$ cat src/rtl/stream_flag_pkg.sv
// Shared types and block coding for the data-available flag controller.
package stream_flag_pkg;
    typedef enum logic [1:0] {
        ST_SEARCH = 2'd0,
        ST_SYNC   = 2'd1,
        ST_IDLE   = 2'd2
    } sync_st_t;

    localparam logic [2:0] BT_A  = 3'd0;
    localparam logic [2:0] BT_B  = 3'd1;
    localparam logic [2:0] BT_C  = 3'd2;
    localparam logic [2:0] BT_CP = 3'd3;
    localparam logic [2:0] BT_D  = 3'd4;

    // Position of a block type in the cyclic order; C and C' share slot 2.
    function automatic logic [1:0] slot_of(input logic [2:0] t);
        case (t)
            BT_A:         slot_of = 2'd0;
            BT_B:         slot_of = 2'd1;
            BT_C, BT_CP:  slot_of = 2'd2;
            default:      slot_of = 2'd3;
        endcase
    endfunction
endpackage

$ cat src/rtl/sfc_order_chk.sv
// Order checker for the search phase.
// Remembers the slot of the last valid block seen while searching and flags
// when the current block is its direct successor with the bad count under the
// limit. Assumes blk_vld is only raised for known types (0..4). The reference
// is dropped whenever the controller is not searching.
module sfc_order_chk
    import stream_flag_pkg::*;
#(
    parameter int BAD_W = 4
) (
    input  logic             clk,
    input  logic             rst_n,
    input  logic             searching,
    input  logic             blk_vld,
    input  logic [2:0]       blk_type,
    input  logic [BAD_W-1:0] bad_cnt,
    input  logic [BAD_W-1:0] bad_lim,
    output logic             seq_ok,
    output logic             early_id
);
    logic       ref_vld;
    logic [1:0] ref_slot;
    logic [1:0] cur_slot;

    // Decode the slot and test the succession rule.
    always_comb begin
        cur_slot = slot_of(blk_type);
        seq_ok   = searching && blk_vld && ref_vld &&
                   (cur_slot == ref_slot + 2'd1) && (bad_cnt < bad_lim);
        early_id = searching && blk_vld &&
                   ((blk_type == BT_A) || (blk_type == BT_CP));
    end

    // Keep the reference block; cleared outside the search state.
    always_ff @(posedge clk) begin
        if (!rst_n || !searching) begin
            ref_vld  <= 1'b0;
            ref_slot <= 2'd0;
        end else if (blk_vld) begin
            ref_vld  <= 1'b1;
            ref_slot <= cur_slot;
        end
    end


    ref_follows_chk: assert property (@(posedge clk) disable iff (!rst_n)
        (searching && blk_vld && !seq_ok) |=> (ref_vld || !searching));
endmodule

$ cat src/rtl/sfc_sync_fsm.sv
// Synchronization state machine.
// Moves between search, synchronized and idle, counts block pairs for mode C,
// keeps the sync-lost flag and issues one-cycle set and loss events to the
// flag stage. A sync loss takes priority over a block in the same cycle.
module sfc_sync_fsm
    import stream_flag_pkg::*;
(
    input  logic       clk,
    input  logic       rst_n,
    input  logic       blk_vld,
    input  logic       seq_ok,
    input  logic       early_id,
    input  logic       fly_loss,
    input  logic       new_search,
    input  logic       lsync_mask,
    input  logic [1:0] mode,
    output sync_st_t   state,
    output logic       lost_flag,
    output logic       set_req,
    output logic       lose_evt
);
    logic     pair_q;
    logic     pair_d;
    logic     lost_d;
    sync_st_t state_d;
    logic     mode_c;

    // Next-state, pair count and event decode.
    always_comb begin
        mode_c   = mode[1];
        state_d  = state;
        pair_d   = pair_q;
        lost_d   = lost_flag;
        set_req  = 1'b0;
        lose_evt = 1'b0;
        case (state)
            ST_SEARCH: begin
                if (mode == 2'd1 && early_id) set_req = 1'b1;
                if (seq_ok) begin
                    state_d = ST_SYNC;
                    set_req = 1'b1;
                    pair_d  = 1'b0;
                end
            end
            ST_SYNC: begin
                if (fly_loss) begin
                    if (lsync_mask) begin
                        state_d  = ST_IDLE;
                        lost_d   = 1'b1;
                        lose_evt = 1'b1;
                    end else begin
                        state_d = ST_SEARCH;
                        set_req = 1'b1;
                    end
                end else if (blk_vld) begin
                    if (!mode_c) begin
                        set_req = 1'b1;
                    end else begin
                        set_req = pair_q;
                        pair_d  = ~pair_q;
                    end
                end
            end
            default: begin
                if (new_search) begin
                    state_d = ST_SEARCH;
                    lost_d  = 1'b0;
                end
            end
        endcase
    end

    // State, pair and lost-flag registers.
    always_ff @(posedge clk) begin
        if (!rst_n) begin
            state     <= ST_SEARCH;
            pair_q    <= 1'b0;
            lost_flag <= 1'b0;
        end else begin
            state     <= state_d;
            pair_q    <= pair_d;
            lost_flag <= lost_d;
        end
    end


    pair_toggle_chk: assert property (@(posedge clk) disable iff (!rst_n)
        (state == ST_SYNC && mode[1] && blk_vld && !fly_loss && !pair_q) |=> pair_q);

    idle_hold_chk: assert property (@(posedge clk) disable iff (!rst_n)
        (state == ST_IDLE && !new_search) |=> (state == ST_IDLE && lost_flag));

    restart_chk: assert property (@(posedge clk) disable iff (!rst_n)
        (state == ST_IDLE && new_search) |=> (state == ST_SEARCH && !lost_flag));
endmodule

$ cat src/rtl/sfc_avail_flag.sv
// Data-available flag and interrupt stage.
// Holds the flag, clears it on a read of any address in the parameter list
// (a set in the same cycle wins) and forms a one-cycle interrupt pulse.
module sfc_avail_flag #(
    parameter int                        ADDR_W = 5,
    parameter int                        N_ADDR = 2,
    parameter logic [N_ADDR*ADDR_W-1:0]  CLR_ADDRS = {5'd17, 5'd15}
) (
    input  logic              clk,
    input  logic              rst_n,
    input  logic              set_req,
    input  logic              lose_evt,
    input  logic              avail_irq_en,
    input  logic              rd_en,
    input  logic [ADDR_W-1:0] rd_addr,
    output logic              avail_flag,
    output logic              irq
);
    logic [N_ADDR-1:0] hit;
    logic              clr;

    // One comparator per clearing address.
    for (genvar g = 0; g < N_ADDR; g++) begin : g_match
        assign hit[g] = (rd_addr == CLR_ADDRS[g*ADDR_W +: ADDR_W]);
    end

    assign clr = rd_en && (|hit);

    // Flag and interrupt registers.
    always_ff @(posedge clk) begin
        if (!rst_n) begin
            avail_flag <= 1'b0;
            irq        <= 1'b0;
        end else begin
            if (set_req)  avail_flag <= 1'b1;
            else if (clr) avail_flag <= 1'b0;
            irq <= (set_req && avail_irq_en) || lose_evt;
        end
    end


    read_clear_chk: assert property (@(posedge clk) disable iff (!rst_n)
        (clr && !set_req) |=> !avail_flag);

    irq_pulse_chk: assert property (@(posedge clk) disable iff (!rst_n)
        (set_req && avail_irq_en) |=> (irq && avail_flag));
endmodule

$ cat src/rtl/stream_flag_ctrl.sv
// Top of the data-available flag controller.
// Connects the search order checker, the sync state machine and the flag
// stage. Assumes blk_vld is raised only for types 0..4.
module stream_flag_ctrl
    import stream_flag_pkg::*;
#(
    parameter int BAD_W  = 4,
    parameter int ADDR_W = 5
) (
    input  logic              clk,
    input  logic              rst_n,
    input  logic              blk_vld,
    input  logic [2:0]        blk_type,
    input  logic [BAD_W-1:0]  bad_cnt,
    input  logic [BAD_W-1:0]  bad_lim,
    input  logic              fly_loss,
    input  logic              new_search,
    input  logic              lsync_mask,
    input  logic              avail_irq_en,
    input  logic [1:0]        mode,
    input  logic              rd_en,
    input  logic [ADDR_W-1:0] rd_addr,
    output logic              avail_flag,
    output logic              synced,
    output logic              lost_flag,
    output logic              irq
);
    localparam int N_ADDR = 2;
    localparam logic [N_ADDR*ADDR_W-1:0] CLR_ADDRS =
        {ADDR_W'(17), ADDR_W'(15)};

    sync_st_t state;
    logic     seq_ok, early_id, set_req, lose_evt;

    sfc_order_chk #(.BAD_W(BAD_W)) u_order (
        .clk(clk), .rst_n(rst_n), .searching(state == ST_SEARCH),
        .blk_vld(blk_vld), .blk_type(blk_type), .bad_cnt(bad_cnt),
        .bad_lim(bad_lim), .seq_ok(seq_ok), .early_id(early_id)
    );

    sfc_sync_fsm u_fsm (
        .clk(clk), .rst_n(rst_n), .blk_vld(blk_vld), .seq_ok(seq_ok),
        .early_id(early_id), .fly_loss(fly_loss), .new_search(new_search),
        .lsync_mask(lsync_mask), .mode(mode), .state(state),
        .lost_flag(lost_flag), .set_req(set_req), .lose_evt(lose_evt)
    );

    sfc_avail_flag #(.ADDR_W(ADDR_W), .N_ADDR(N_ADDR), .CLR_ADDRS(CLR_ADDRS)) u_flag (
        .clk(clk), .rst_n(rst_n), .set_req(set_req), .lose_evt(lose_evt),
        .avail_irq_en(avail_irq_en), .rd_en(rd_en), .rd_addr(rd_addr),
        .avail_flag(avail_flag), .irq(irq)
    );

    assign synced = (state == ST_SYNC);


    lost_not_synced_chk: assert property (@(posedge clk) disable iff (!rst_n)
        lost_flag |-> !synced);

    lock_sets_flag_chk: assert property (@(posedge clk) disable iff (!rst_n)
        (state == ST_SEARCH && seq_ok) |=> (synced && avail_flag));
endmodule

$ cat config.mk
export PLATFORM = sky130hd
export DESIGN_NAME = stream_flag_ctrl
export DESIGN_NICKNAME = d
export VERILOG_FILES = /design/src/rtl/stream_flag_pkg.sv /design/src/rtl/sfc_order_chk.sv /design/src/rtl/sfc_sync_fsm.sv /design/src/rtl/sfc_avail_flag.sv /design/src/rtl/stream_flag_ctrl.sv
export SDC_FILE = /design/constraint.sdc
export NUM_CORES = 1
export LEC_CHECK = 0
export ABC_AREA = 1
export BUFFER_PORTS_ARGS = -buffer_cell sky130_fd_sc_hd__clkbuf_2
export CAP_MARGIN = 20
export CORE_UTILIZATION = 48
export DETAILED_ROUTE_END_ITERATION = 8
export PLACE_DENSITY_LB_ADDON = 0.05
export SLEW_MARGIN = 20
export SYNTH_ARGS = -nofsm -noshare
export SYNTH_HDL_FRONTEND = slang
export SYNTH_SLANG_ARGS = --single-unit
$ cat constraint.sdc
create_clock -name clk -period 3.05 [get_ports clk]
set_clock_uncertainty 0.1 [all_clocks]
set_input_delay 0.4575 -clock clk [delete_from_list [all_inputs] [get_ports clk]]
set_output_delay 0.4575 -clock clk [all_outputs]
set_load 0.05 [all_outputs]
Yosys cells after proc, flatten, opt, wreduce, memory -nomap -nowiden
Index checks and enable logic that the tools add are counted.

operators by class
  reductions and logical operators = 24
  $mul = 0
  shift operators = 0
  bitwise logic cells = 2
  magnitude comparators = 1
  equality and inequality tests = 14
  $add $sub $neg = 1
  multiplexer cells = 27
  div/mod/pow operators = 0

operator list
  kind                 number
  $mux 1               18
  $ne 2x2->1 const B   6
  $logic_and 1x1->1    8
  $mux 2               4
  $eq 3x2->1 const B   2
  $pmux 1 s2           3
  $pmux 2 s3           1
  $reduce_bool 2->1    3
  $eq 5x4->1 const B   1
  $eq 5x5->1 const B   1
  $reduce_and 5->1     1
  $eq 2x1->1 const B   2
  $lt 4x4->1           1
  $pmux 2 s2           1
  $reduce_and 4->1     1
  $reduce_or 2->1      2
  $eq 3x1->1 const B   1
  $logic_not 3->1      1
  $logic_or 1x1->1     3
  $reduce_and 3->1     1
  $reduce_bool 3->1    1
  $add 2x1->2 const B  1
  $eq 2x2->1           1
  $logic_not 1->1      2
  other kinds (2)      3

word-level totals
  output and inout bits = 4
  memories = 0
  input bits = 26
  memory bits (writable) = 0
  bits in registers = 9
  memory bits (read-only) = 0
  logic and storage cells = 76
  latch bits = 0

Logic depth before layout (Yosys ltp)
  depth after elaboration = 10
  mapped depth = 11
  gate-level depth less buffers = 11

Hierarchy
Synthesis repeated with hierarchy kept, for this count alone.

second synthesis, totals
  cell total of the unflattened synthesis = 119
  area total of the unflattened synthesis = 695.7 µm²

by module, submodules not included
  module            seq. area each (µm²)  times used  cells each  area each (µm²)
  sfc_order_chk     60.1                  1           47          284.0
  sfc_sync_fsm      80.1                  1           48          279.0
  sfc_avail_flag    40.0                  1           21          118.9
  stream_flag_ctrl  0.0                   1           3           13.8

Worst setup path before layout
No wires, ideal clock.

  path kind = input to register
  start = input port bad_lim[3]
  end = register u_fsm.pair_q
  data required time = 2.835 ns
  library setup time = 0.115 ns
  stages on the path = 9
  buffers on the path = 0
  slack = 1.452 ns
  arrival = 1.383 ns
  cells stage by stage = inv_1 -> ha_1 -> a21o_1 -> a21oi_1 -> nand3_2 -> nand2_1 -> nand3_1 -> nand2_1 -> nor2_1

between the ends
  word-level cells in the longest chain between the ends = 4

ends and longest elaborated chain
  item                               line                    text
  start, declared                    stream_flag_ctrl.sv:15  input logic [BAD_W-1:0] bad_lim,
  $lt 4x4->1                         sfc_order_chk.sv:29     (cur_slot == ref_slot + 2'd1) && (bad_cnt < bad_lim);
  $logic_and 1x1->1                  sfc_order_chk.sv:29
  $ne 2x2->1 (no source line)        --
  $reduce_and 5->1 (no source line)  --
  end signal, assigned               sfc_sync_fsm.sv:81      pair_q <= pair_d;
  end, declared                      sfc_sync_fsm.sv:22      logic pair_q;

Every way passes these cells.
A chain may end at the register's enable or synchronous reset.

Final worst setup path
  start = register u_fsm.state[1]
  end = output port synced

between the ends
  word-level cells in the longest chain between the ends = 1

ends and longest elaborated chain
  item                    line                    text
  start, declared         sfc_sync_fsm.sv:17      output sync_st_t state,
  start signal, assigned  sfc_sync_fsm.sv:80      state <= state_d;
  $eq 2x1->1              stream_flag_ctrl.sv:54  assign synced = (state == ST_SYNC);
  end, declared           stream_flag_ctrl.sv:24  output logic synced,

Every way passes these cells.

==> out/qor.yml <==
clock_network:
  cts_buffers: 3
  cts_sinks: 9
  clk_latency_ps: 270
  postCtsHoldBufs: 0
  clkTransAtPathRegs_ps: 60
  htreeDepth: 1
  cts-resized-gates: 0
  cts_root_buf: "clkbuf_4"
  cts_setup_buffers: 0
  tritoncts: "built"
  clock_path_buffers: 2
setup_path:
  startpoint_type: "register"
  regToRegStartpoint: "u_fsm.state[1]"
  startpoint: "u_fsm.state[1]"
  r2r-end: "u_fsm.pair_q"
  arrival_ps: 1200
  r2r_cells: 7
  cp_max_fo: 5
  endpoint: "synced"
  critical_path_class: "register to primary output"
  cp-end-kind: "primary output"
  critPathRequiredTime_ps: 2490
  reg2reg_slack_ps: 1710
sta:
  final_max_slew_viol_count: 0
  worst_pin_slew_ps: 278
  period_share: 0.578
  min_period_ps: 1760
  final.setup.tns_ps: 0
  finalSetupViolCount: 0
  rsz0062_at_grt: "no"
  finalHoldViolCount: 0
  fmax_mhz: 568
  slew_headroom: 0.816
yosys:
  ys_ff_latch: 9
  syn_nets: 133
  syn_area_um2: 642
  synth_cell_types: 21
  synth.avg_cell_area_um2: 6.17
  netlist_instances: 104
  synth_warnings: 0
  yosysSeqAreaShare: 0.281
placement:
  port_buffers: 29
  dp_hpwl_um: 1030
  place_area_um2: 805
  gp_congestion: 0.887
final_layout:
  seqCellArea_um2: 180
  drive_gt1_frac: 0.299
  syn2layout_area_growth_pct: 29.4
  antenna_cells: 0
  multiInputGateArea_um2: 369
  nets: 167
  fin_util: 0.709
  layout_common_cells: "29 x clkbuf_2, 24 x nand2_1, 22 x inv_1"
  final_common_cell: "clkbuf_2"
  nFillCells: 109
  fin_area_um2: 831
global_route:
  grt_use_total: 0.189
  grt_pass1_vias: 533
  grt_pass1_wl_um: 1930
  grt_remaining_overflow: 0
  grt_max_degree: 6
  antenna_found_initial: 0
detailed_routing:
  viasPerCell: 4.75
  drtAntennaViolNets: 0
  first_pass_iters: 4
  dr_total_vias: 717
  wire_per_inst_um: 7.94
  drc: 0
  drt_iter0_drc: 15
  routed_wirelength_um: 1200
floorplan:
  num_rows: 12
  die_area_um2: 1490
  coreArea_um2: 1170
  start_util: 0.548
  io_pins: 30
  die_x_um: 38.6
  die_y_um: 38.6
hold_path:
  hold_class: "input pin to register"
power:
  power.leakage_uw: 0.000493
  powerDensity_nw_per_um2: 361
  peakVddDrop_mv: 0.273
outcome:
  outcome: "completed"
run:
  cap_violations: 0
## sequential cells by signal, indices dropped and copies added, names as in the netlist
name	cells
u_flag.avail_flag	1
u_order.ref_vld	1
u_fsm.lost_flag	1
u_fsm.pair_q	1
u_flag.irq	1
u_order.ref_slot	2
u_fsm.state	2
## cells in the mapped netlist (all sizes together)
| cell type | instances | area share |
|---|---|---|
| nor2 | 10 | 0.062 |
| o21ai | 8 | 0.062 |
| or2 | 1 | 0.014 |
| nand3 | 8 | 0.070 |
| nand2 | 26 | 0.17 |
| a21oi | 11 | 0.092 |
| ha | 3 | 0.058 |
| a21o | 1 | 0.012 |
| a31oi | 1 | 0.0098 |
| inv | 24 | 0.14 |
| nor3 | 1 | 0.016 |
| o21bai | 1 | 0.012 |
| dfxtp | 9 | 0.28 |
## metrics by stage
stage | setup WS (ps) | cells | power, µW | hold WS (ps)
floorplan | 1450 | 104 | 180 | 350
global placement | 1330 | 147 | 207 | 362
detailed placement | 1290 | 147 | 208 | 369
CTS | 1290 | 151 | 302 | 317
global route | 1230 | 151 | 318 | 346
finish | 1290 | 151 | 300 | 318
## layer usage
| metal | up-vias | wire, µm | part of all wire | global-route usage |
|---|---|---|---|---|
| li1 | 393 | - | - | - |
| met1 | 292 | 568 | 0.47 | 0.233 |
| met2 | 28 | 510 | 0.43 | 0.292 |
| met3 | 4 | 96 | 0.080 | 0.0694 |
| met4 | 0 | 23 | 0.019 | 0.0776 |
| met5 | - | 0 | 0 | 0 |
## cell families after synthesis
| group | after synthesis | synth area share |
|---|---|---|
| buffers and inverters | 24 | 0.144 |
| AOI/OAI and AO/OA | 22 | 0.187 |
| DFF | 9 | 0.281 |
| and+or+nand+nor | 46 | 0.329 |
| adders and majority gates | 3 | 0.0585 |
## critical path: stages (launching register included)
cell	delay, ps
dfxtp_1	330
inv_1	70
nand2_1	100
inv_1	150
clkbuf_2	300
## power breakdown
group          switching (µW)  leakage, µW  internal, µW
sequential               3.38    0.0000736           124
clock                    44.3    0.0000150          50.6
combinational            44.7     0.000405          32.9
## how the worst min path moves through the flow
stage,from,to,depth (start not counted)
after global placement,u_fsm.pair_q,u_fsm.pair_q,2
final,avail_irq_en,u_flag.irq,3
after CTS,avail_irq_en,u_flag.irq,3
after global routing,avail_irq_en,u_flag.irq,3
after detailed placement,u_fsm.lost_flag,u_fsm.lost_flag,2
after floorplan,u_order.ref_vld,u_order.ref_vld,2
## final cells by class
type	count	area share
Clock buffer	4	0.0316
Inverter	24	0.111
Multi-Input combinational cell	71	0.444
Sequential cell	9	0.217
Tap cell	14	0.0211
Timing Repair Buffer	29	0.175
No activity file was read; power rests on OpenSTA's default activity.
